<file path="src/rtl/sctl_pkg.sv">
package sctl_pkg;

  // Default field widths of the control word.
  localparam int unsigned SCTL_ADDR_W = 7;
  localparam int unsigned SCTL_DATA_W = 9;

  // Depth of each input synchronizer.
  localparam int unsigned SCTL_SYNC_N = 2;

  // Number of asynchronous serial pins and their positions in the pin vector.
  localparam int unsigned SCTL_PINS   = 3;
  localparam int unsigned PIN_CLK     = 0;
  localparam int unsigned PIN_DAT     = 1;
  localparam int unsigned PIN_LAT     = 2;

  // Width of a counter that must reach n.
  function automatic int unsigned cnt_width(input int unsigned n);
    return $clog2(n + 1);
  endfunction

endpackage

</file>
<file path="src/rtl/sctl_sync.sv">
module sctl_sync #(
  parameter int unsigned STAGES = 2
) (
  input  logic clk,
  input  logic d,
  output logic q
);

  logic [STAGES-1:0] chain;

  generate
    if (STAGES == 1) begin : g_single
      always_ff @(posedge clk) begin
        chain <= d;
      end
    end else begin : g_multi
      always_ff @(posedge clk) begin
        chain <= {chain[STAGES-2:0], d};
      end
    end
  endgenerate

  assign q = chain[STAGES-1];

endmodule

</file>
<file path="src/rtl/sctl_edge.sv">
module sctl_edge (
  input  logic clk,
  input  logic lvl,
  output logic rise
);

  logic lvl_q;

  // The previous level tracks the input even during reset, so no false
  // edge appears when reset releases while a line idles high.
  always_ff @(posedge clk) begin
    lvl_q <= lvl;
  end

  assign rise = lvl & ~lvl_q;

endmodule

</file>
<file path="src/rtl/sctl_shifter.sv">
module sctl_shifter #(
  parameter int unsigned WORD_W = 16,
  parameter int unsigned CNT_W  = 5
) (
  input  logic              clk,
  input  logic              rst,
  input  logic              shift_en,
  input  logic              bit_in,
  input  logic              restart,
  output logic [WORD_W-1:0] word,
  output logic [CNT_W-1:0]  count
);

  localparam logic [CNT_W-1:0] FULL = CNT_W'(WORD_W);

  // New bit enters at the low end; the oldest bit falls off the top.
  function automatic logic [WORD_W-1:0] push_bit(
    input logic [WORD_W-1:0] w,
    input logic              b
  );
    return {w[WORD_W-2:0], b};
  endfunction

  // A capture restarts the count; a bit in the same cycle counts toward
  // the next word. The count saturates at one full word.
  function automatic logic [CNT_W-1:0] step_count(
    input logic [CNT_W-1:0] c,
    input logic             restart_i,
    input logic             shift_i
  );
    logic [CNT_W-1:0] base;
    base = restart_i ? '0 : c;
    if (shift_i && (base != FULL)) begin
      base = base + CNT_W'(1);
    end
    return base;
  endfunction

  always_ff @(posedge clk) begin
    if (rst) begin
      word  <= '0;
      count <= '0;
    end else begin
      if (shift_en) begin
        word <= push_bit(word, bit_in);
      end
      count <= step_count(count, restart, shift_en);
    end
  end

endmodule

</file>
<file path="src/rtl/sctl_capture.sv">
module sctl_capture #(
  parameter int unsigned ADDR_W = 7,
  parameter int unsigned DATA_W = 9,
  parameter int unsigned CNT_W  = 5
) (
  input  logic              clk,
  input  logic              rst,
  input  logic              cap_en,
  input  logic [ADDR_W+DATA_W-1:0] word,
  input  logic [CNT_W-1:0]  count,
  output logic              wr_en,
  output logic [ADDR_W-1:0] reg_addr,
  output logic [DATA_W-1:0] reg_data,
  output logic              short_word
);

  localparam int unsigned WORD_W = ADDR_W + DATA_W;

  function automatic logic [ADDR_W-1:0] addr_of(input logic [WORD_W-1:0] w);
    return w[WORD_W-1 -: ADDR_W];
  endfunction

  function automatic logic [DATA_W-1:0] data_of(input logic [WORD_W-1:0] w);
    return w[DATA_W-1:0];
  endfunction

  function automatic logic is_short(input logic [CNT_W-1:0] c);
    return c < CNT_W'(WORD_W);
  endfunction

  always_ff @(posedge clk) begin
    if (rst) begin
      wr_en      <= 1'b0;
      reg_addr   <= '0;
      reg_data   <= '0;
      short_word <= 1'b0;
    end else begin
      wr_en <= cap_en;
      if (cap_en) begin
        reg_addr   <= addr_of(word);
        reg_data   <= data_of(word);
        short_word <= is_short(count);
      end
    end
  end

endmodule

</file>
<file path="src/rtl/serial_ctl_rx.sv">
module serial_ctl_rx #(
  parameter int unsigned ADDR_W = sctl_pkg::SCTL_ADDR_W,
  parameter int unsigned DATA_W = sctl_pkg::SCTL_DATA_W,
  parameter int unsigned SYNC_N = sctl_pkg::SCTL_SYNC_N
) (
  input  logic              clk,
  input  logic              rst,
  input  logic              ser_clk,
  input  logic              ser_dat,
  input  logic              ser_latch,
  output logic              wr_en,
  output logic [ADDR_W-1:0] reg_addr,
  output logic [DATA_W-1:0] reg_data,
  output logic              short_word
);

  localparam int unsigned WORD_W = ADDR_W + DATA_W;
  localparam int unsigned CNT_W  = sctl_pkg::cnt_width(WORD_W);
  localparam int unsigned NPIN   = sctl_pkg::SCTL_PINS;

  // Named internal events, also observed by the bound checker.
  logic [NPIN-1:0]   pin_raw;
  logic [NPIN-1:0]   pin_sync;
  logic              sclk_s;
  logic              dat_s;
  logic              latch_s;
  logic              sclk_rise;
  logic              latch_rise;
  logic [WORD_W-1:0] shreg;
  logic [CNT_W-1:0]  bit_cnt;

  always_comb begin
    pin_raw = '0;
    pin_raw[sctl_pkg::PIN_CLK] = ser_clk;
    pin_raw[sctl_pkg::PIN_DAT] = ser_dat;
    pin_raw[sctl_pkg::PIN_LAT] = ser_latch;
  end

  generate
    for (genvar g = 0; g < NPIN; g++) begin : g_sync
      sctl_sync #(
        .STAGES(SYNC_N)
      ) u_sync (
        .clk(clk),
        .d  (pin_raw[g]),
        .q  (pin_sync[g])
      );
    end
  endgenerate

  assign sclk_s  = pin_sync[sctl_pkg::PIN_CLK];
  assign dat_s   = pin_sync[sctl_pkg::PIN_DAT];
  assign latch_s = pin_sync[sctl_pkg::PIN_LAT];

  sctl_edge u_sclk_edge (
    .clk (clk),
    .lvl (sclk_s),
    .rise(sclk_rise)
  );

  sctl_edge u_latch_edge (
    .clk (clk),
    .lvl (latch_s),
    .rise(latch_rise)
  );

  sctl_shifter #(
    .WORD_W(WORD_W),
    .CNT_W (CNT_W)
  ) u_shifter (
    .clk     (clk),
    .rst     (rst),
    .shift_en(sclk_rise),
    .bit_in  (dat_s),
    .restart (latch_rise),
    .word    (shreg),
    .count   (bit_cnt)
  );

  sctl_capture #(
    .ADDR_W(ADDR_W),
    .DATA_W(DATA_W),
    .CNT_W (CNT_W)
  ) u_capture (
    .clk       (clk),
    .rst       (rst),
    .cap_en    (latch_rise),
    .word      (shreg),
    .count     (bit_cnt),
    .wr_en     (wr_en),
    .reg_addr  (reg_addr),
    .reg_data  (reg_data),
    .short_word(short_word)
  );

endmodule

</file>
<file path="config.mk">
export PLATFORM = sky130hd
export DESIGN_NAME = serial_ctl_rx
export DESIGN_NICKNAME = d
export VERILOG_FILES = /design/src/rtl/sctl_pkg.sv /design/src/rtl/sctl_sync.sv /design/src/rtl/sctl_edge.sv /design/src/rtl/sctl_shifter.sv /design/src/rtl/sctl_capture.sv /design/src/rtl/serial_ctl_rx.sv
export SDC_FILE = /design/constraint.sdc
export NUM_CORES = 1
export LEC_CHECK = 0
export BUFFER_PORTS_ARGS = -buffer_cell sky130_fd_sc_hd__buf_2
export CAP_MARGIN = 20
export CORE_MARGIN = 1
export CORE_UTILIZATION = 39
export DETAILED_ROUTE_END_ITERATION = 8
export GPL_TIMING_DRIVEN = 0
export MAX_ROUTING_LAYER = met4
export SYNTH_ARGS = -nofsm -noshare
export SYNTH_HDL_FRONTEND = slang
export SYNTH_SLANG_ARGS = --single-unit
export TNS_END_PERCENT = 20
</file>
<file path="constraint.sdc">
create_clock -name clk -period 2.05 [get_ports clk]
set_input_delay 0.205 -clock clk [delete_from_list [all_inputs] [get_ports clk]]
set_output_delay 0.205 -clock clk [all_outputs]
set_load 0.02 [all_outputs]
</file>
# [Word level (Yosys, flattened, before mapping)]
# Cells that the tools add are included.
[word_totals] word_cells=21 out_inout_bits=18 ff_bits=47 in_bits=5
[op_classes] n_reduce_logical=1 eq_ne=1 addsub=1 muxes=2 order_cmp=1 bitwise=4
[ops] operator="$mux 5" count=2
[ops] operator="$add 5x1->5 const B" count=1
[ops] operator="$lt 5x5->1 const B" count=1
[ops] operator="$ne 5x5->1 const B" count=1
[ops] operator="$and 1x1->1" count=2
[ops] operator="$not 1->1" count=2
[ops] operator="$logic_and 1x1->1" count=1

# [Logic depth before layout (Yosys ltp)]
# Gate-level depths: netlist (run 1).
[depth] ltp_word=6 depth_mapped=9 mapped_depth_nobuf=7

# [Modules after synthesis]
# Synthesis (run 1) repeated with hierarchy kept, for this count alone.
[hier_totals] hier_cells=151 area_unflattened_um2=1711.6
[by_module_without_submodules] mod="sctl_shifter" seq_area_each_um2=420.4 cells_each=84 n_inst=1 area_per_inst_um2=879.6
[by_module_without_submodules] mod="sctl_capture" seq_area_each_um2=360.3 cells_each=57 n_inst=1 area_per_inst_um2=644.4
[by_module_without_submodules] mod="sctl_sync" seq_area_each_um2=40.0 cells_each=2 n_inst=3 area_per_inst_um2=40.0
[by_module_without_submodules] mod="sctl_edge" seq_area_each_um2=20.0 cells_each=2 n_inst=2 area_per_inst_um2=33.8

# [Least setup slack after synthesis (run 1)]
# Ideal clock, no wire load.
[synth_path] kind="flip-flop to flip-flop" from="reg u_latch_edge.lvl_q" to="reg u_shifter.count[0]" path_buffers=2 period_less_slack_ps=1664 stages_incl_launch_ff=9 t_arrival_ps=1589 path_slack_ps=386 cell_sequence="dfxtp_1 > nand2b_1 > buf_2 > buf_2 > nand2_1 > ha_1 > and4bb_4 > or3_1 > a31oi_1"
[synth_between] elab_chain_cells=6
[synth_lines] item="from (decl)" line_no="sctl_edge.sv:7" rtl="logic lvl_q;"
[synth_lines] item="from (signal assigned)" line_no="sctl_edge.sv:12" rtl="lvl_q <= lvl;"
[synth_lines] item="$not 1->1 (*)" line_no="sctl_edge.sv:15" rtl="assign rise = lvl & ~lvl_q;"
[synth_lines] item="$and 1x1->1 (*)" line_no="sctl_edge.sv:15"
[synth_lines] item="$mux 5 (*)" line_no="sctl_shifter.sv:32" rtl="base = restart_i ? '0 : c;"
[synth_lines] item="parallel branches: the longest is 2 deep, another holds $add 5x1->5"
[synth_lines] item="$mux 5 (*)" line_no="sctl_shifter.sv:33" rtl="if (shift_i && (base != FULL)) begin"
[synth_lines] item="to (signal assigned)" line_no="sctl_shifter.sv:47" rtl="count <= step_count(count, restart, shift_en);"
[synth_lines] item="to (decl)" line_no="sctl_shifter.sv:11" rtl="output logic [CNT_W-1:0] count"
# Mark *: on every way between the ends.
# A chain may end at the register's enable or synchronous reset.

# [Worst setup path in the final report (run 1)]
# Ends and elaborated chain as after synthesis.

==> impl_results.md, run 1 <==
- Outcome: completed
- Critical Path Stages: 8
- Root cell of the clock tree: clkbuf_8
- Hold_buf cts: 3
- Final WL: 3.14 mm
- Hold path start: rst
- Layout cells sized above 1: 17.7%
- EDFF count, synth: 0
- CP endpoint kind: register
- Fraction of registers with async set/reset: 0%
- Detailed Place HPWL: 2.11 mm
- Die area: 4520 um^2
- Die width: 67.2 um
- Via density: 4.81
- Crit Path Category: register to register
- Register area share after synthesis: 56.7%
- Per-cell routed wire length: 11.4 um
- Crit-path leading delay family: simple AND/OR/NAND/NOR gates
- GRT overflow: 0
- Core Util, Final: 48.6%
- Worst Reg2Reg Path Length in Cells: 8
- Hold Path Sink: u_shifter.count[2]$_SDFF_PP0_
- Crit path launch type: register
- TNS Setup: 0 ns
- Pins Over Slew Limit: 0
- Buf+Inv Stages, Crit Path: 2
- Synth cell types: 27
- Largest net degree at the start of global routing: 15
- Final Hold Viols: 0
- RD Place Congestion: 0.761
- DR vias: 1,328
- Worst rel slew slack: 66.4%
- Reg2reg setup slack: 0.19 ns
- Synthesized net count: 200
- Ys Warns: 0
- Vias in the first global route: 1,125
- Crit-path max cell delay: 0.35 ns
- Critical path arrival: 2.09 ns
- CTS tree: done
- Max Freq: 0.537 GHz
- CTS H-tree depth: 2
- Critical path peak fanout: 10
- Initial antenna violation count: 0
- GRT Total Usage: 16.5%
- Die H: 67.2 um
- Skew final: 0.00703 ns
- # fillers: 398
- Leak: 0.752 nW
- Final nets: 232
- Antenna diodes: 0
- Post-route DRC: 0
- FF-to-FF End: u_shifter.count[0]$_SDFF_PP0_
- Mapped Cells: 193
- R2r startpoint: u_latch_edge.lvl_q$_DFF_P_
- Hold depth: 3
- Critical Path Most Common Cell: buf_2
- Clock sinks: 47
- Synth Flop Type: dfxtp_1
- Hold Path Class: input port to register
- Synthesized cell area: 1660 um^2
- Worst-Margin Slew: 0.503 ns
- Initial Util: 41.2%
- Worst Path Required: 2.28 ns
- First-pass GRT wire length: 5.22 mm
- RSZ-0062 raised after global routing: false
- VDD IR max: 577 uV
- PD cells: 813 nW/um^2
- Core area: 4030 um^2
- Number of setup violations in the final report: 0
- Synth-to-Final Area Change: 17.9%
- Clk slew on worst S/H paths: 0.08 ns
- Mean Syn Cell Area: 8.60 um^2
- Post-CTS Resized: 0
- Post-CTS setup buffer count: 0
- Minimum clock period: 1.86 ns
- Port buffer count: 22
- Final antenna-violating net count: 0
- Clk_lat worst skew: 0.30 ns
- Crit-path cells: nand2b_1 > buf_2 > buf_2 > nand2_1 > ha_1 > and4bb_4 > or3_1 > a31oi_1
- Crit path max-delay cell type: dfxtp_1
- Max-Cap Viols: 0
- FP Rows: 23
- IO Count: 23
- CTS Buf Count: 5
- DRT Pass-1 Iters: 4
- Fin crit share: 90.8%
- Bufs on Longest Clock Path: 2
- Post-route insts no fill: 276
- Post-synthesis sequential element count: 47
- Placed cell count: 265
- Starting DRT DRC Count: 83
==> power by group <==
group	total, mW	internal, mW	switching, mW
Clock	0.575	0.276	0.298
Sequential	0.935	0.926	0.00843
Combinational	0.0819	0.0278	0.0541
==> per-layer routing <==
layer | global-route usage [%] | vias to the layer above | share of wire (%)
met4 | 9.57 | 0 | 1.6
li1 | - | 693 | -
met5 | - | - | 0
met2 | 23.8 | 27 | 45
met3 | 3.72 | 5 | 4.1
met1 | 21.2 | 603 | 50
==> area by class of cell <==
cell class | count | area, um^2 | area share [%]
plain buffers | 13 | 63.8 | 3.26
clock buffers | 7 | 86.3 | 4.41
clock inverters | 1 | 8.76 | 0.448
inverters | 5 | 18.8 | 0.959
multi-input cells | 128 | 636 | 32.5
flip-flops and latches | 47 | 941 | 48.1
well taps | 50 | 62.6 | 3.20
repair buffers | 25 | 140 | 7.16
==> worst max path at each step <==
stage / startpoint / endpoint / slack (ns)
floorplan: u_latch_edge.lvl_q$_DFF_P_ / u_shifter.count[0]$_SDFF_PP0_ / 0.39
global placement: u_latch_edge.lvl_q$_DFF_P_ / u_shifter.count[0]$_SDFF_PP0_ / 0.23
detailed placement: u_latch_edge.lvl_q$_DFF_P_ / u_shifter.count[0]$_SDFF_PP0_ / 0.20
CTS: u_latch_edge.lvl_q$_DFF_P_ / u_shifter.count[0]$_SDFF_PP0_ / 0.19
global route: u_latch_edge.lvl_q$_DFF_P_ / u_shifter.count[0]$_SDFF_PP0_ / 0.04
finish: u_latch_edge.lvl_q$_DFF_P_ / u_shifter.count[0]$_SDFF_PP0_ / 0.19
==> placed cells by master (no fill, tap or decap), types with 2 or more instances in the layout <==
master / n
a31oi_1: 3
nand3_1: 3
clkbuf_8: 6
buf_1: 3
ha_1: 2
clkbuf_1: 3
a21oi_1: 33
nor2_1: 2
buf_2: 28
or3_1: 3
a211oi_1: 2
nand2_1: 66
inv_1: 5
dlygate4sd3_1: 3
buf_4: 2
dfxtp_1: 47
nor2b_1: 2
==> registers in the layout (all words and copies together), names as in the netlist <==
signal	flops
u_shifter.word	16
u_capture.reg_data	9
u_capture.reg_addr	7
g_sync.u_sync.chain	6
u_shifter.count	5
u_capture.short_word	1
u_capture.wr_en	1
u_latch_edge.lvl_q	1
u_sclk_edge.lvl_q	1
==> Yosys cell counts (2+ instances only) <==
library cell	count	area share (%)
nand3_1	3	0.90
a211oi_1	2	0.90
nor2b_1	2	0.75
a31oi_1	3	1.1
nand2_1	66	15
clkbuf_1	2	0.45
nor2_1	2	0.45
buf_4	2	0.90
inv_1	5	1.1
buf_1	3	0.68
dfxtp_1	47	57
or3_1	3	1.1
a21oi_1	33	10
buf_2	6	1.8
ha_1	2	1.5
==> tightest hold or removal path, stage by stage <==
cell,delay [ns]
buf_2,0.09
inv_1,0.05
o311a_1,0.09
==> metrics by stage <==
stage | instance area (um^2) | hold slack, ns | setup slack, ns | total power, mW
floorplan | 1660 | 0.233 | 0.386 | 1.01
global placement | 1830 | 0.307 | 0.231 | 1.03
detailed placement | 1830 | 0.309 | 0.202 | 1.04
CTS | 1960 | 0.175 | 0.187 | 1.61
global route | 1960 | 0.206 | 0.0367 | 1.65
finish | 1960 | 0.186 | 0.189 | 1.59
==> kinds of logic after synthesis <==
logic type	count (synthesis)	synth area share (%)
AOI/OAI and AO/OA	43	14.5
buffers and inverters	18	4.98
DFF	47	56.7
adders and majority gates	2	1.51
and+or+nand+nor	82	21.7
muxes	1	0.603
(Power assumes the default switching activity.)
==> inputs of run 2 (changes only) <==
Settings changed: CORE_UTILIZATION 39 to 55, PLACE_DENSITY set to 0.77.
==> impl_results.md, run 2 (synthesized netlist as in run 1, its figures left out) <==
- Layout cells sized above 1: 17.3% (-0.37 points)
- Commonest cells after routing, fill and taps aside: nand2_1, dfxtp_1, a21oi_1
- Synth-to-Final Area Change: 15.2%
- Critical path peak fanout: 10 (unchanged)
- TNS Setup: 0 ns (unchanged)
- CTS tree: done
- Met2 usage: 40.8% (+17 points)
- Max FFs per register: 16 (unchanged)
- Crit Path Category: register to register
- Critical path arrival: 2.23 ns (+0.14 ns)
- Pins Over Slew Limit: 0 (unchanged)
- Setup ws final: 0.108 ns (-0.0813 ns)
- Final antenna-violating net count: 0 (unchanged)
- Final WL: 3.41 mm (+8.6%)
- Per-cell routed wire length: 13.3 um (+17%)
- GRT Total Usage: 24.1% (+7.6 points)
- Crit-path cells: nand2b_1 > buf_2 > clkbuf_4 > nand2_1 > ha_1 > and4bb_4 > a211o_1 > a21oi_1
- RD Place Congestion: 0.794 (+4.3%)
- Root cell of the clock tree: clkbuf_4
- Commonest non-fill, non-tap cell in the layout: nand2_1
- IO Count: 23 (unchanged)
- FP Rows: 19 (-17%)
- Initial Util: 59.1% (+18 points)
- Final nets: 232 (unchanged)
- Max-Cap Viols: 0 (unchanged)
- DRT Pass-1 Iters: 6 (+2)
- Post-route DRC: 2 (+2)
- Clk_lat worst skew: 0.36 ns (+0.06 ns)
- Initial antenna violation count: 0 (unchanged)
- Hold Path Class: input port to register
- Max Freq: 0.515 GHz (-4.2%)
- Antenna diodes: 0 (unchanged)
- M1 GR Usage: 25.9% (+4.8 points)
- Die H: 56.9 um (-15%)
- Minimum clock period: 1.94 ns (+0.0813 ns)
- Crit path max-delay cell type: dfxtp_1
- Fin crit share: 94.7% (+4.0 points)
- CTS Buf Count: 5 (unchanged)
- First-pass GRT wire length: 5.63 mm (+7.9%)
- Hold_ws: 0.124 ns (-0.0616 ns)
- GRT overflow: 0 (unchanged)
- Layer carrying the most global-route usage: met2
- Die width: 56.9 um (-15%)
- Reg with most FFs: u_shifter.word
- Clk slew on worst S/H paths: 0.12 ns (+0.04 ns)
- Die area: 3240 um^2 (-28%)
- DR vias: 1,404 (+5.7%)
- Largest regs: u_shifter.word (16), u_capture.reg_data (9), u_capture.reg_addr (7)
- Total power: 1.55 mW (-2.9%)
- Crit path launch type: register
- CP endpoint kind: register
- Crit-path max cell delay: 0.36 ns (about the same)
- Detailed Place HPWL: 2.36 mm (+12%)
- Final Hold Viols: 0 (unchanged)
- Port buffer count: 22 (unchanged)
- Largest net degree at the start of global routing: 14 (-1)
- PD cells: 808 nW/um^2 (-0.57%)
- Via density: 5.48 (+14%)
- Worst Path Required: 2.34 ns (+0.06 ns)
- Worst-Margin Slew: 0.479 ns (-0.0241 ns)
- Vias in the first global route: 1,332 (+18%)
- Clock sinks: 47 (unchanged)
- Number of setup violations in the final report: 0 (unchanged)
- Pre-CTS WS: 0.127 ns (-0.0750 ns)
- Bufs on Longest Clock Path: 2 (unchanged)
- Leak: 0.743 nW (-1.2%)
- Core area: 2810 um^2 (-30%)
- Starting DRT DRC Count: 71 (-14%)
- Outcome: finished with violations
- Failing checks: design-rule violations
- VDD IR max: 641 uV (+11%)
- Met3 usage: 4.84% (+1.1 points)
- CTS H-tree depth: 2 (unchanged)
- Worst rel slew slack: 68.1% (+1.6 points)
- Skew final: 0.00819 ns (+0.00116 ns)
## run 2: cell count changes in the layout (fill, tap and decap cells not counted)
cell,previous run,this run
buf_2,28,27
clkinv_4,1,0
bufinv_16,0,1
clkbuf_4,0,6
clkbuf_8,6,0
## run 2: where the power goes
group	internal (mW)	switching (mW)	total [mW]
sequential	0.927	0.00889	0.936
combinational	0.0283	0.0549	0.0832
clock	0.251	0.275	0.526
## run 2: layout make-up
type                            count  area [um^2]
Sequential cell                    47          941
Fill cell                         251          893
Multi-Input combinational cell    128          636
Timing Repair Buffer               25          140
Buffer                             13         66.3
Clock buffer                        6         41.3
Tap cell                           31         38.8
Clock inverter                      1         30.0
Inverter                            5         18.8
## run 2: critical path, delay by kind of cell (launching register included)
kind	cells	cell delay (ns)
AOI/OAI and AO/OA	2	0.49
adders and majority gates	1	0.21
buffers and inverters	2	0.39
DFF	1	0.36
and+or+nand+nor	3	0.42
## run 2: routing by layer
layer / routed length, um / up-vias / part of all wire [%]
li1: - / 694 / -
met1: 1440 / 651 / 42
met2: 1720 / 45 / 50
met3: 150 / 14 / 4.4
met4: 99 / 0 / 2.9
met5: 0 / - / 0
## run 2: repair_timing
action | CTS | global route
hold buffers | 3 | 0
endpoints found under the hold margin | 3 | 0
endpoints found under the setup margin | 0 | 1
buffers inserted | 0 | 0
gates resized for setup | 0 | 1
## run 2: final timing paths
path         slack, ns                               from                                end  cells after the start
max reg2reg       0.11         u_latch_edge.lvl_q$_DFF_P_      u_shifter.count[1]$_SDFF_PP0_                      8
min               0.12                                rst      u_shifter.count[4]$_SDFF_PP0_                      3
max               0.11         u_latch_edge.lvl_q$_DFF_P_      u_shifter.count[1]$_SDFF_PP0_                      8
min reg2reg       0.34  g_sync[1].u_sync.chain[0]$_DFF_P_  g_sync[1].u_sync.chain[1]$_DFF_P_                      0
## run 2: through the flow
step	utilization [%]	instances	instance area, um^2
after floorplan	-	193	1660
after global placement	64.5	246	1810
after detailed placement	64.5	246	1810
after CTS	68.1	256	1910
after global routing	68.2	256	1910
final	68.2	256	1910
==> inputs of run 3 (changes only) <==
Settings changed: CTS_BUF_LIST set to sky130_fd_sc_hd__clkbuf_16, CTS_CLUSTER_DIAMETER set to 100, SYNTH_HIERARCHICAL set to 1.
==> impl_results.md, run 3 <==
- Worst Path Required: 2.21 ns (-0.13 ns)
- Minimum clock period: 1.58 ns (-0.360 ns)
- Post-route insts no fill: 212 (-17%)
- Root cell of the clock tree: clkbuf_16
- Largest regs: u_shifter/word (16), u_capture/reg_data (9), u_capture/reg_addr (7)
- Critical path peak fanout: 9 (-1)
- Final antenna-violating net count: 0 (unchanged)
- Register area share after synthesis: 55.0% (-1.7 points)
- Synthesized cell area: 1710 um^2 (+3.2%)
- Hold Path Class: input port to register
- Largest net degree at the start of global routing: 14 (unchanged)
- Post-synthesis sequential element count: 47 (unchanged)
- Hold Path Sink: g_sync[2].u_sync/chain[0]$_DFF_P_
- Fraction of registers with async set/reset: 0% (unchanged)
- IO Count: 23 (unchanged)
- Die H: 57.8 um (+1.5%)
- Post-CTS setup buffer count: 0 (unchanged)
- TNS Setup: 0 ns (unchanged)
- Int Pwr: 1.41 mW (+16%)
- Post-synth top area cell: dfxtp_1
- Worst rel slew slack: 66.2% (-1.9 points)
- Psw: 0.350 mW (+3.4%)
- Clk slew on worst S/H paths: 0.06 ns (-0.06 ns)
- Layout cells sized above 1: 23.2% (+5.9 points)
- Per-cell routed wire length: 13.6 um (+2.0%)
- RD Place Congestion: 0.816 (+2.8%)
- Hold depth: 1 (-2)
- FP Rows: 19 (unchanged)
- Synth cell types: 29 (+7.4%)
- Max Freq: 0.632 GHz (+23%)
- Leak: 0.846 nW (+14%)
- Synth-to-Final Area Change: 16.7%
- Max FFs per register: 16 (unchanged)
- Reg2reg setup slack: 0.47 ns (+0.36 ns)
- Crit path launch type: register
- Initial Util: 60.0% (+0.86 points)
- Via density: 5.37 (-2.1%)
- Core area: 2850 um^2 (+1.7%)
- CP endpoint kind: register
- CTS Buf Count: 5 (unchanged)
- Post-route DRC: 2 (unchanged)
- Final nets: 187 (-19%)
- Outcome: finished with violations
- Detailed Place HPWL: 2.02 mm (-15%)
- Commonest cells after routing, fill and taps aside: dfxtp_1, mux2i_1, nor2_1
- Failing checks: design-rule violations
- Fin crit share: 77.2% (-18 points)
- RSZ-0062 raised after global routing: false
- DRT Pass-1 Iters: 6 (unchanged)
- CTS H-tree depth: 2 (unchanged)
- Clock network fraction of design power: 41.6% (+7.6 points)
- Starting DRT DRC Count: 49 (-31%)
- Sequential power share: 53.2% (-7.4 points)
- R2r startpoint: g_sync[2].u_sync/chain[1]$_DFF_P_
- PD cells: 880 nW/um^2 (+8.8%)
- Hold path start: ser_latch
- Switching Share: 19.9% (-2.0 points)
- Die area: 3340 um^2 (+3.1%)
- Most common cell in the netlist: dfxtp_1
- Post-CTS Resized: 0 (unchanged)
- EDFF count, synth: 0 (unchanged)
- Final WL: 2.88 mm (-15%)
- Top cells by area, synth: dfxtp_1, mux2i_1, nor2_1
- DR vias: 1,138 (-19%)
- Final Hold Viols: 0 (unchanged)
- Max-Cap Viols: 0 (unchanged)
- Crit Path Category: register to register
- Mean Syn Cell Area: 11.3 um^2 (+32%)
- Comb power frac: 5.2% (-0.2 points)
- Skew final: 0.00468 ns (-0.00351 ns)
- Synth top area share: 55.0% (-1.7 points)
- Number of setup violations in the final report: 0 (unchanged)
- Commonest non-fill, non-tap cell in the layout: dfxtp_1
- Antenna diodes: 0 (unchanged)
- Mapped Cells: 151 (-22%)
- GRT overflow: 0 (unchanged)
- VDD IR max: 669 uV (+4.5%)
- Critical path arrival: 1.74 ns (-0.49 ns)
- Post-synth top cells: dfxtp_1, mux2i_1, nor2_1
- Worst-Margin Slew: 0.507 ns (+0.0282 ns)
- Clk_lat worst skew: 0.27 ns (-0.09 ns)
- Placed cell count: 204 (-17%)
- Synthesized net count: 158 (-21%)
- First-pass GRT wire length: 4.82 mm (-14%)
- Synth Flop Type: dfxtp_1
- Ys Warns: 6 (+6)
- Initial antenna violation count: 0 (unchanged)
- Hold_buf cts: 0 (-3)
- Worst Reg2Reg Path Length in Cells: 7 (-1)
- Die width: 57.8 um (+1.5%)
- Reg with most FFs: u_shifter/word
- Bufs on Longest Clock Path: 2 (unchanged)
- CTS tree: done
- Clock sinks: 47 (unchanged)
- GRT Total Usage: 20.0% (-4.1 points)
- Vias in the first global route: 1,055 (-21%)
- Pins Over Slew Limit: 0 (unchanged)
- Port buffer count: 22 (unchanged)
- FF-to-FF End: u_shifter/count[2]$_SDFF_PP0_
run 3: cell types whose count changed after synthesis, sizes merged, moves of 2 or more:
cell    previous run  this run
nor2               2        33
nor2b              2         5
or3                3         0
buf               11         7
nand3              3         0
a31oi              3         1
nor3               0         2
nand2             66         2
inv                5         3
xor2               0         2
nand2b             2         0
mux2i              1        33
a21oi             33         1
run 3: worst max-delay path, stage by stage, from the launching register on:
cell and delay [ns]:
dfxtp_1 0.33, nor2b_4 0.28, nor2b_2 0.10, inv_1 0.07, ha_1 0.20, nand4bb_4 0.15
a211oi_1 0.27, nor3b_1 0.08
run 3: final cells by class:
type                    count  area [um^2]
clock inverters             3         11.3
clock buffers               5          125
flip-flops and latches     47          941
well taps                  31         38.8
inverters                   3         11.3
fillers                   223          856
plain buffers               9         75.1
repair buffers             22          110
multi-input cells          92          684
run 3: power by group through the flow:
| stage | logic [mW] | clock network [mW] | registers [mW] |
|---|---|---|---|
| floorplan | 0.0674 | 0 | 0.957 |
| global placement | 0.0890 | 0 | 0.954 |
| detailed placement | 0.0907 | 0 | 0.955 |
| CTS | 0.0912 | 0.753 | 0.935 |
| global route | 0.0973 | 0.793 | 0.936 |
| finish | 0.0911 | 0.730 | 0.935 |
run 3: per-stage QoR:
step | setup slack, ns | hold slack, ns | util, % | power (mW) | instance area [um^2]
floorplan | 0.664 | 0.233 | - | 1.02 | 1710
global placement | 0.551 | 0.307 | 65.2 | 1.04 | 1860
detailed placement | 0.485 | 0.309 | 65.2 | 1.05 | 1860
CTS | 0.470 | 0.0249 | 70.0 | 1.78 | 2000
global route | 0.376 | 0.0207 | 70.0 | 1.83 | 2000
finish | 0.468 | 0.0303 | 70.0 | 1.76 | 2000
run 3: logic make-up (layout without fill, tap and decap cells):
| logic type | after synthesis | in the layout | share of synthesized area, % |
|---|---|---|---|
| compound gates | 7 | 7 | 3.00 |
| xor+xnor | 2 | 2 | 1.02 |
| fa+ha+maj | 2 | 2 | 1.46 |
| buf+inv | 12 | 42 | 5.04 |
| flops | 47 | 47 | 55.0 |
| mux | 33 | 33 | 19.3 |
| simple gates | 48 | 48 | 15.2 |
run 3: worst max-delay path by stage:
| stage | start | end | slack (ns) |
|---|---|---|---|
| after floorplan | g_sync[2].u_sync/chain[1]$_DFF_P_ | u_shifter/count[2]$_SDFF_PP0_ | 0.66 |
| after global placement | g_sync[2].u_sync/chain[1]$_DFF_P_ | u_shifter/count[2]$_SDFF_PP0_ | 0.55 |
| after detailed placement | g_sync[2].u_sync/chain[1]$_DFF_P_ | u_shifter/count[2]$_SDFF_PP0_ | 0.48 |
| after CTS | g_sync[2].u_sync/chain[1]$_DFF_P_ | u_shifter/count[2]$_SDFF_PP0_ | 0.47 |
| after global routing | g_sync[2].u_sync/chain[1]$_DFF_P_ | u_shifter/count[2]$_SDFF_PP0_ | 0.38 |
| final | g_sync[2].u_sync/chain[1]$_DFF_P_ | u_shifter/count[2]$_SDFF_PP0_ | 0.47 |
run 3: layer usage:
layer | vias up | wire length (um) | GRT usage, % | share of wire, %
met1 | 547 | 1380 | 25.4 | 48
met5 | - | 0 | - | 0
met2 | 25 | 1380 | 31.6 | 48
met3 | 2 | 98 | 4.69 | 3.4
li1 | 564 | - | - | -
met4 | 0 | 20 | 7.14 | 0.69
